File: src/rtl/voltWinPkg.sv
package voltWinPkg;
  localparam int NUM_CMP = 2;   // index 0 = A (upper), 1 = B (lower)
  localparam int IDX_A = 0;
  localparam int IDX_B = 1;

  typedef struct packed {
    logic [NUM_CMP-1:0] load;   // commit synchronized level to filtered level
  } winStrobeT;
endpackage

File: src/rtl/winCtrl.sv
module winCtrl
  import voltWinPkg::*;
#(
  parameter int CYC_PER_US = 100,
  parameter int LONG_US    = 64,
  parameter int SHORT_US   = 16
) (
  input  logic               clk,
  input  logic               rst,
  input  logic               filtEn,
  input  logic [NUM_CMP-1:0] syncCmp,
  input  logic [NUM_CMP-1:0] filtCmp,
  output winStrobeT          strobe
);
  localparam int LONG_N  = LONG_US * CYC_PER_US;
  localparam int SHORT_N = SHORT_US * CYC_PER_US;
  localparam int CNT_W   = $clog2(LONG_N + 1);

  logic [CNT_W-1:0] limit;
  assign limit = filtEn ? CNT_W'(LONG_N) : CNT_W'(SHORT_N);

  for (genvar ch = 0; ch < NUM_CMP; ch++) begin : g_chan
    logic [CNT_W-1:0] holdCnt;
    logic             pending;
    logic             reached;

    assign pending = syncCmp[ch] != filtCmp[ch];
    assign reached = holdCnt >= (limit - CNT_W'(1));
    assign strobe.load[ch] = pending && reached;

    always_ff @(posedge clk) begin
      if (rst) begin
        holdCnt <= '0;
      end else if (!pending || reached) begin
        holdCnt <= '0;
      end else begin
        holdCnt <= holdCnt + CNT_W'(1);
      end
    end
  end
endmodule

File: src/rtl/winData.sv
module winData
  import voltWinPkg::*;
(
  input  logic               clk,
  input  logic               rst,
  input  logic [NUM_CMP-1:0] rawCmp,
  input  logic               winMode,
  input  winStrobeT          strobe,
  output logic [NUM_CMP-1:0] syncCmp,
  output logic [NUM_CMP-1:0] filtCmp,
  output logic               monA,
  output logic               monB
);
  logic [NUM_CMP-1:0] meta;
  logic               inRange;

  always_ff @(posedge clk) begin
    if (rst) begin
      meta    <= '0;
      syncCmp <= '0;
    end else begin
      meta    <= rawCmp;
      syncCmp <= meta;
    end
  end

  for (genvar ch = 0; ch < NUM_CMP; ch++) begin : g_hold
    always_ff @(posedge clk) begin
      if (rst) begin
        filtCmp[ch] <= 1'b0;
      end else if (strobe.load[ch]) begin
        filtCmp[ch] <= syncCmp[ch];
      end
    end
  end

  assign inRange = filtCmp[IDX_B] & ~filtCmp[IDX_A];
  assign monA    = winMode ? inRange : filtCmp[IDX_A];
  assign monB    = filtCmp[IDX_B];
endmodule

File: src/rtl/voltWinCond.sv
module voltWinCond
  import voltWinPkg::*;
#(
  parameter int CYC_PER_US = 100,
  parameter int LONG_US    = 64,
  parameter int SHORT_US   = 16
) (
  input  logic clk,
  input  logic rst,
  input  logic cmpA,
  input  logic cmpB,
  input  logic filtEn,
  input  logic winMode,
  output logic monA,
  output logic monB
);
  winStrobeT          strobe;
  logic [NUM_CMP-1:0] syncCmp;
  logic [NUM_CMP-1:0] filtCmp;

  winCtrl #(
    .CYC_PER_US(CYC_PER_US),
    .LONG_US   (LONG_US),
    .SHORT_US  (SHORT_US)
  ) u_ctrl (
    .clk    (clk),
    .rst    (rst),
    .filtEn (filtEn),
    .syncCmp(syncCmp),
    .filtCmp(filtCmp),
    .strobe (strobe)
  );

  winData u_data (
    .clk    (clk),
    .rst    (rst),
    .rawCmp ({cmpB, cmpA}),
    .winMode(winMode),
    .strobe (strobe),
    .syncCmp(syncCmp),
    .filtCmp(filtCmp),
    .monA   (monA),
    .monB   (monB)
  );
endmodule

File: config.mk
export PLATFORM = sky130hd
export DESIGN_NAME = voltWinCond
export DESIGN_NICKNAME = d
export VERILOG_FILES = /design/src/rtl/voltWinPkg.sv /design/src/rtl/winCtrl.sv /design/src/rtl/winData.sv /design/src/rtl/voltWinCond.sv
export SDC_FILE = /design/constraint.sdc
export NUM_CORES = 1
export LEC_CHECK = 0
export BUFFER_PORTS_ARGS = -buffer_cell sky130_fd_sc_hd__buf_2
export CAP_MARGIN = 20
export CORE_MARGIN = 5
export CORE_UTILIZATION = 25
export DETAILED_ROUTE_END_ITERATION = 8
export RECOVER_POWER = 25
export SLEW_MARGIN = 40
export SYNTH_ARGS = -nofsm -noshare
export SYNTH_HDL_FRONTEND = slang
export SYNTH_SLANG_ARGS = --single-unit
File: constraint.sdc
create_clock -name clk -period 2.5 [get_ports clk]
set_input_delay 0.125 -clock clk [delete_from_list [all_inputs] [get_ports clk]]
set_output_delay 0.125 -clock clk [all_outputs]
set_load 0.03 [all_outputs]
# ---- Word level (Yosys, flattened, before mapping)
# Cells that the tools add are included.
dict set report totals {
  reg_bits 32
  latch_bits 0
  mem_bits_rw 0
  rom_bits 0
  inputBits 6
  output_inout_bits 2
  word_cells 25
  memories 0
}
dict set report op_classes {
  add_sub_neg 3
  mul 0
  div 0
  n_lt_le_gt_ge 2
  n_eq_ne 2
  shift 0
  n_mux 2
  n_bitwise 2
  reduce_logical 8
}
# op n
set ops {}
lappend ops {{adder 13 x 1 -> 13 bit, second input constant} 2}
lappend ops {{greater-or-equal comparator 13 bit} 2}
lappend ops {{two-way mux 13 bit} 1}
lappend ops {{subtractor 13 x 1 -> 13 bit, second input constant} 1}
lappend ops {{OR reduction 2 bit} 2}
lappend ops {{logical AND 1 bit} 2}
lappend ops {{zero test 1 bit} 2}
lappend ops {{logical OR 1 bit} 2}
lappend ops {{inequality test 1 bit} 2}
lappend ops {{AND 1 bit} 1}
lappend ops {{two-way mux 1 bit} 1}
lappend ops {{NOT 1 bit} 1}

# ---- Logic depth before layout (Yosys ltp)
dict set report depth {
  ltp_word 5
  ltp_mapped 7
  ltp_nobuf 6
}

# ---- Hierarchy
# Synthesis repeated with hierarchy kept, for this count alone.
dict set report hier_totals {
  hier_cells 175
  hier_area_um2 1591.5
}
# module n_inst cells_per_inst area_per_inst_um2
set by_module_without_submodules {}
lappend by_module_without_submodules {winCtrl 1 157 1391.3}
lappend by_module_without_submodules {winData 1 18 200.2}

# ---- Least setup slack after synthesis
# Ideal clock, no wire load.
dict set report synth_path {
  kind {reg-to-reg}
  startpoint {register u_ctrl.g_chan[0].holdCnt[7]}
  endpoint {register u_ctrl.g_chan[0].holdCnt[10]}
  setup_ns 0.064
  t_arrival_ns 1.737
  slack_ns 0.699
  path_stages_with_launch 7
  path_buffers 1
  period_less_slack_ns 1.801
  cell_sequence {dfxtp_1 > ha_1 > a211oi_2 > o221ai_2 > or4_4 > buf_6 > nor2_1}
}
dict set report synth_via {
  elab_chain_len 3
  elab_cells_between_ends 4
}
# item line
set synth_rtl {}
lappend synth_rtl {{start: declaration} winCtrl.sv:23} ;# logic [CNT_W-1:0] holdCnt;
lappend synth_rtl {{start signal: assignment} winCtrl.sv:37} ;# holdCnt <= holdCnt + CNT_W'(1);
lappend synth_rtl {{greater-or-equal comparator 13 bit} winCtrl.sv:28} ;# assign reached = holdCnt >= (limit - CNT_W'(1));
lappend synth_rtl {{logical OR 1 bit} winCtrl.sv:34} ;# end else if (!pending || reached) begin
lappend synth_rtl {{OR reduction 2 bit (no source line)} -}
# Parallel ways exist; a longest one is shown, timed or not.
# A chain may end at the register's enable or synchronous reset.

# ---- Final worst setup path
dict set report layout_path {
  startpoint {register u_ctrl.g_chan[1].holdCnt[7]}
  endpoint {register u_ctrl.g_chan[1].holdCnt[12]}
}
dict set report layout_via {
  elab_chain_len 3
  elab_cells_between_ends 4
}
# item line
set layout_rtl {}
lappend layout_rtl {{start: declaration} winCtrl.sv:23}
lappend layout_rtl {{start signal: assignment} winCtrl.sv:37}
lappend layout_rtl {{greater-or-equal comparator 13 bit} winCtrl.sv:28}
lappend layout_rtl {{logical OR 1 bit} winCtrl.sv:34}
lappend layout_rtl {{OR reduction 2 bit (no source line)} -}
# Parallel ways exist; a longest one is shown, timed or not.

==> key figures <==
Logic synthesis
  • Syn Inst Count: 171
  • Post-synth cell types: 34
  • Post-synth EDFFs: 0
  • Synthesized area: 0.001579 mm^2
  • Primary FF master, synth: dfxtp_1
  • Syn_nets: 191
  • Synthesis Warnings: 0
  • Syn avg cell area: 9.234 um^2
  • Post-synth ARST share: 0%
  • Sequential share of the synthesized area: 40.57%
  • Synthesized flop and latch total: 32

Clock tree
  • Clock sink count: 32
  • CTS resizes: 0
  • Setup Buffers After CTS: 0
  • CTS tree: done
  • Htree depth: 2
  • CTS max path bufs: 2
  • Cts bufs inserted: 5
  • CTS clock-pin slew for the worst setup and hold paths: 0.06 ns
  • Latest clock arrival within the worst-skew pair: 0.28 ns
  • CTS root buf: clkbuf_8
  • Hold-fix buffers, CTS: 0

STA
  • Fin crit share: 76.89%
  • Max-slew headroom: 64.00%
  • Setup TNS: 0 ns
  • Slew @ Worst Pin: 0.5383 ns
  • Worst Setup Slack, final: 0.5778 ns
  • Minimum clock period: 1.922 ns
  • Final Slew Violations: 0
  • # setup viols final: 0
  • Fin Hold WS: 0.05903 ns
  • RSZ-0062 raised after global routing: no
  • Final hold viol count: 0
  • Fmax: 520.2 MHz
  • Setup Skew: 0.004089 ns

Finish
  • Area growth, synth to finish: 12.20%
  • Ant diodes: 0
  • Nets@finish: 201
  • Share of layout cells above drive strength 1: 7.143%
  • Most frequent cells in the layout: dfxtp_1, nor2_1, nand3_1, ha_1, xor2_1
  • Final instance area: 0.001772 mm^2
  • Most common cell after layout, fill and taps aside: dfxtp_1

Floorplan
  • Chip Width: 89.48 um
  • Die area: 0.008006 mm^2
  • CORE AREA: 0.006241 mm^2
  • Rows: 29
  • Top-Level Pins: 8
  • Starting density of the core: 25.30%
  • Vert. Die Dim: 89.48 um

Routing
  • Vias/cell: 4.390
  • Drt pass-1 iters: 4
  • Vias: 1137
  • Initial DRC Count: 73
  • Post-route ant nets: 0
  • DRT Wirelength: 2644 um
  • DRC: 0
  • WL/cell: 10.21 um

Place
  • IO Port Bufs: 7
  • DP HPWL: 1962 um
  • DP Area: 0.001685 mm^2
  • Place WS: 0.4583 ns
  • GPL Wtd Cong: 0.7000

GRT
  • Gr usage total: 7.852%
  • Initial antenna violation count: 0
  • Vias in the first global route: 1124
  • Global-route wire length before repair: 4809 um
  • Pin count of the biggest net entering global routing: 14
  • Congestion Overflow GR: 0

Setup path
  • Critical Path Source: u_ctrl.g_chan[1].holdCnt[7]
  • Setup crit start kind: register
  • CP Class: reg -> reg
  • Max FO, Critical Path: 13
  • Crit-path cells: ha_1, a211oi_1, o22a_1, nand4_1, a21oi_1
  • RR Startpoint: u_ctrl.g_chan[1].holdCnt[7]
  • Critical Path End Type: register
  • Worst EP required: 2.70 ns
  • Crit-path max cell delay: 0.44 ns
  • Slowest cell on crit path: nand4_1
  • CP arrival: 2.12 ns

Flow run
  • MaxCap Viol Count: 0

Pwr
  • PwrDens: 530.4 mW/mm^2
  • Tot Pwr: 0.9396 mW
  • Maximum vdd drop: 0.1560 mV
  • Static leakage: 0.6180 nW

Outcome
  • Status: completed

Min path
  • Worst Hold Launch: cmpA
  • Hold crit path type: in -> reg
-- per-stage QoR --
step	util (%)	cells
floorplan	-	171
global placement	27.00	251
detailed placement	27.00	251
CTS	28.45	259
global route	28.39	259
finish	28.39	259
-- where the power goes --
group	total, mW	internal [mW]	leakage, nW	switching (mW)
clock	0.395	0.224	0.0455	0.171
combinational	0.0291	0.0121	0.314	0.0170
sequential	0.516	0.514	0.259	0.00192
-- state kept, by name (all words and copies together), names as in the netlist --
name	flops
u_ctrl.g_chan.holdCnt	26
u_data.meta	2
u_data.syncCmp	2
u_data.filtCmp	1
u_data.monB	1
-- critical path: cells and delay by family (launching register included) --
family                     cells  cell delay, ns
DFF                            1            0.41
and+or+nand+nor                1            0.44
adders and majority gates      1            0.28
AOI/OAI and AO/OA              3            0.71
-- synthesized netlist by cell type, types with 2 or more instances --
library cell	count	share of area [%]
a21oi_1	7	2.2
and3_1	3	1.2
and4_1	3	1.7
buf_2	2	0.63
dfxtp_1	32	41
ha_1	14	11
inv_1	4	0.95
nand2_1	6	1.4
nand2b_1	2	0.79
nand3_1	14	4.4
nand3b_1	2	0.95
nand4_1	8	3.2
nor2_1	26	6.2
nor2b_1	5	2.0
nor3_1	2	0.63
o21ai_0	3	0.95
xnor2_1	9	5.0
xor2_1	13	7.2
-- routing by layer --
layer  global-route usage (%)  up-vias  share of wire [%]
li1                         -      622                  -
met1                    10.03      495                 53
met2                    11.32       13                 40
met3                    2.304        7                4.7
met4                    5.277        0                2.4
met5                        0        -                  0
-- cell type report --
cell class | instances | area (um^2)
Clock buffer | 8 | 90.09
Fill cell | 666 | 4469
Inverter | 4 | 15.01
Multi-Input combinational cell | 131 | 898.4
Sequential cell | 32 | 640.6
Tap cell | 77 | 96.34
Timing Repair Buffer | 7 | 31.28
-- path summary, 6_finish.rpt --
path	endpoint	slack [ns]	cells past startpoint
max	u_ctrl.g_chan[1].holdCnt[12]	0.58	5
min reg2reg	u_data.syncCmp[0]	0.44	1
max reg2reg	u_ctrl.g_chan[1].holdCnt[12]	0.58	5
min	u_data.meta[0]	0.06	2
-- logic make-up (layout without fill, tap and decap cells) --
logic type	count (synthesis)	in the layout	share of synthesized area, %
AOI/OAI and AO/OA	17	17	7.686
xor gates and xnor gates	22	22	12.20
adders and majority gates	14	14	11.09
buffers and inverters	8	19	2.535
DFF	32	32	40.57
muxes	1	1	0.6339
and+or+nand+nor	77	77	25.28
Note: power is estimated with default switching activity, not from simulation.
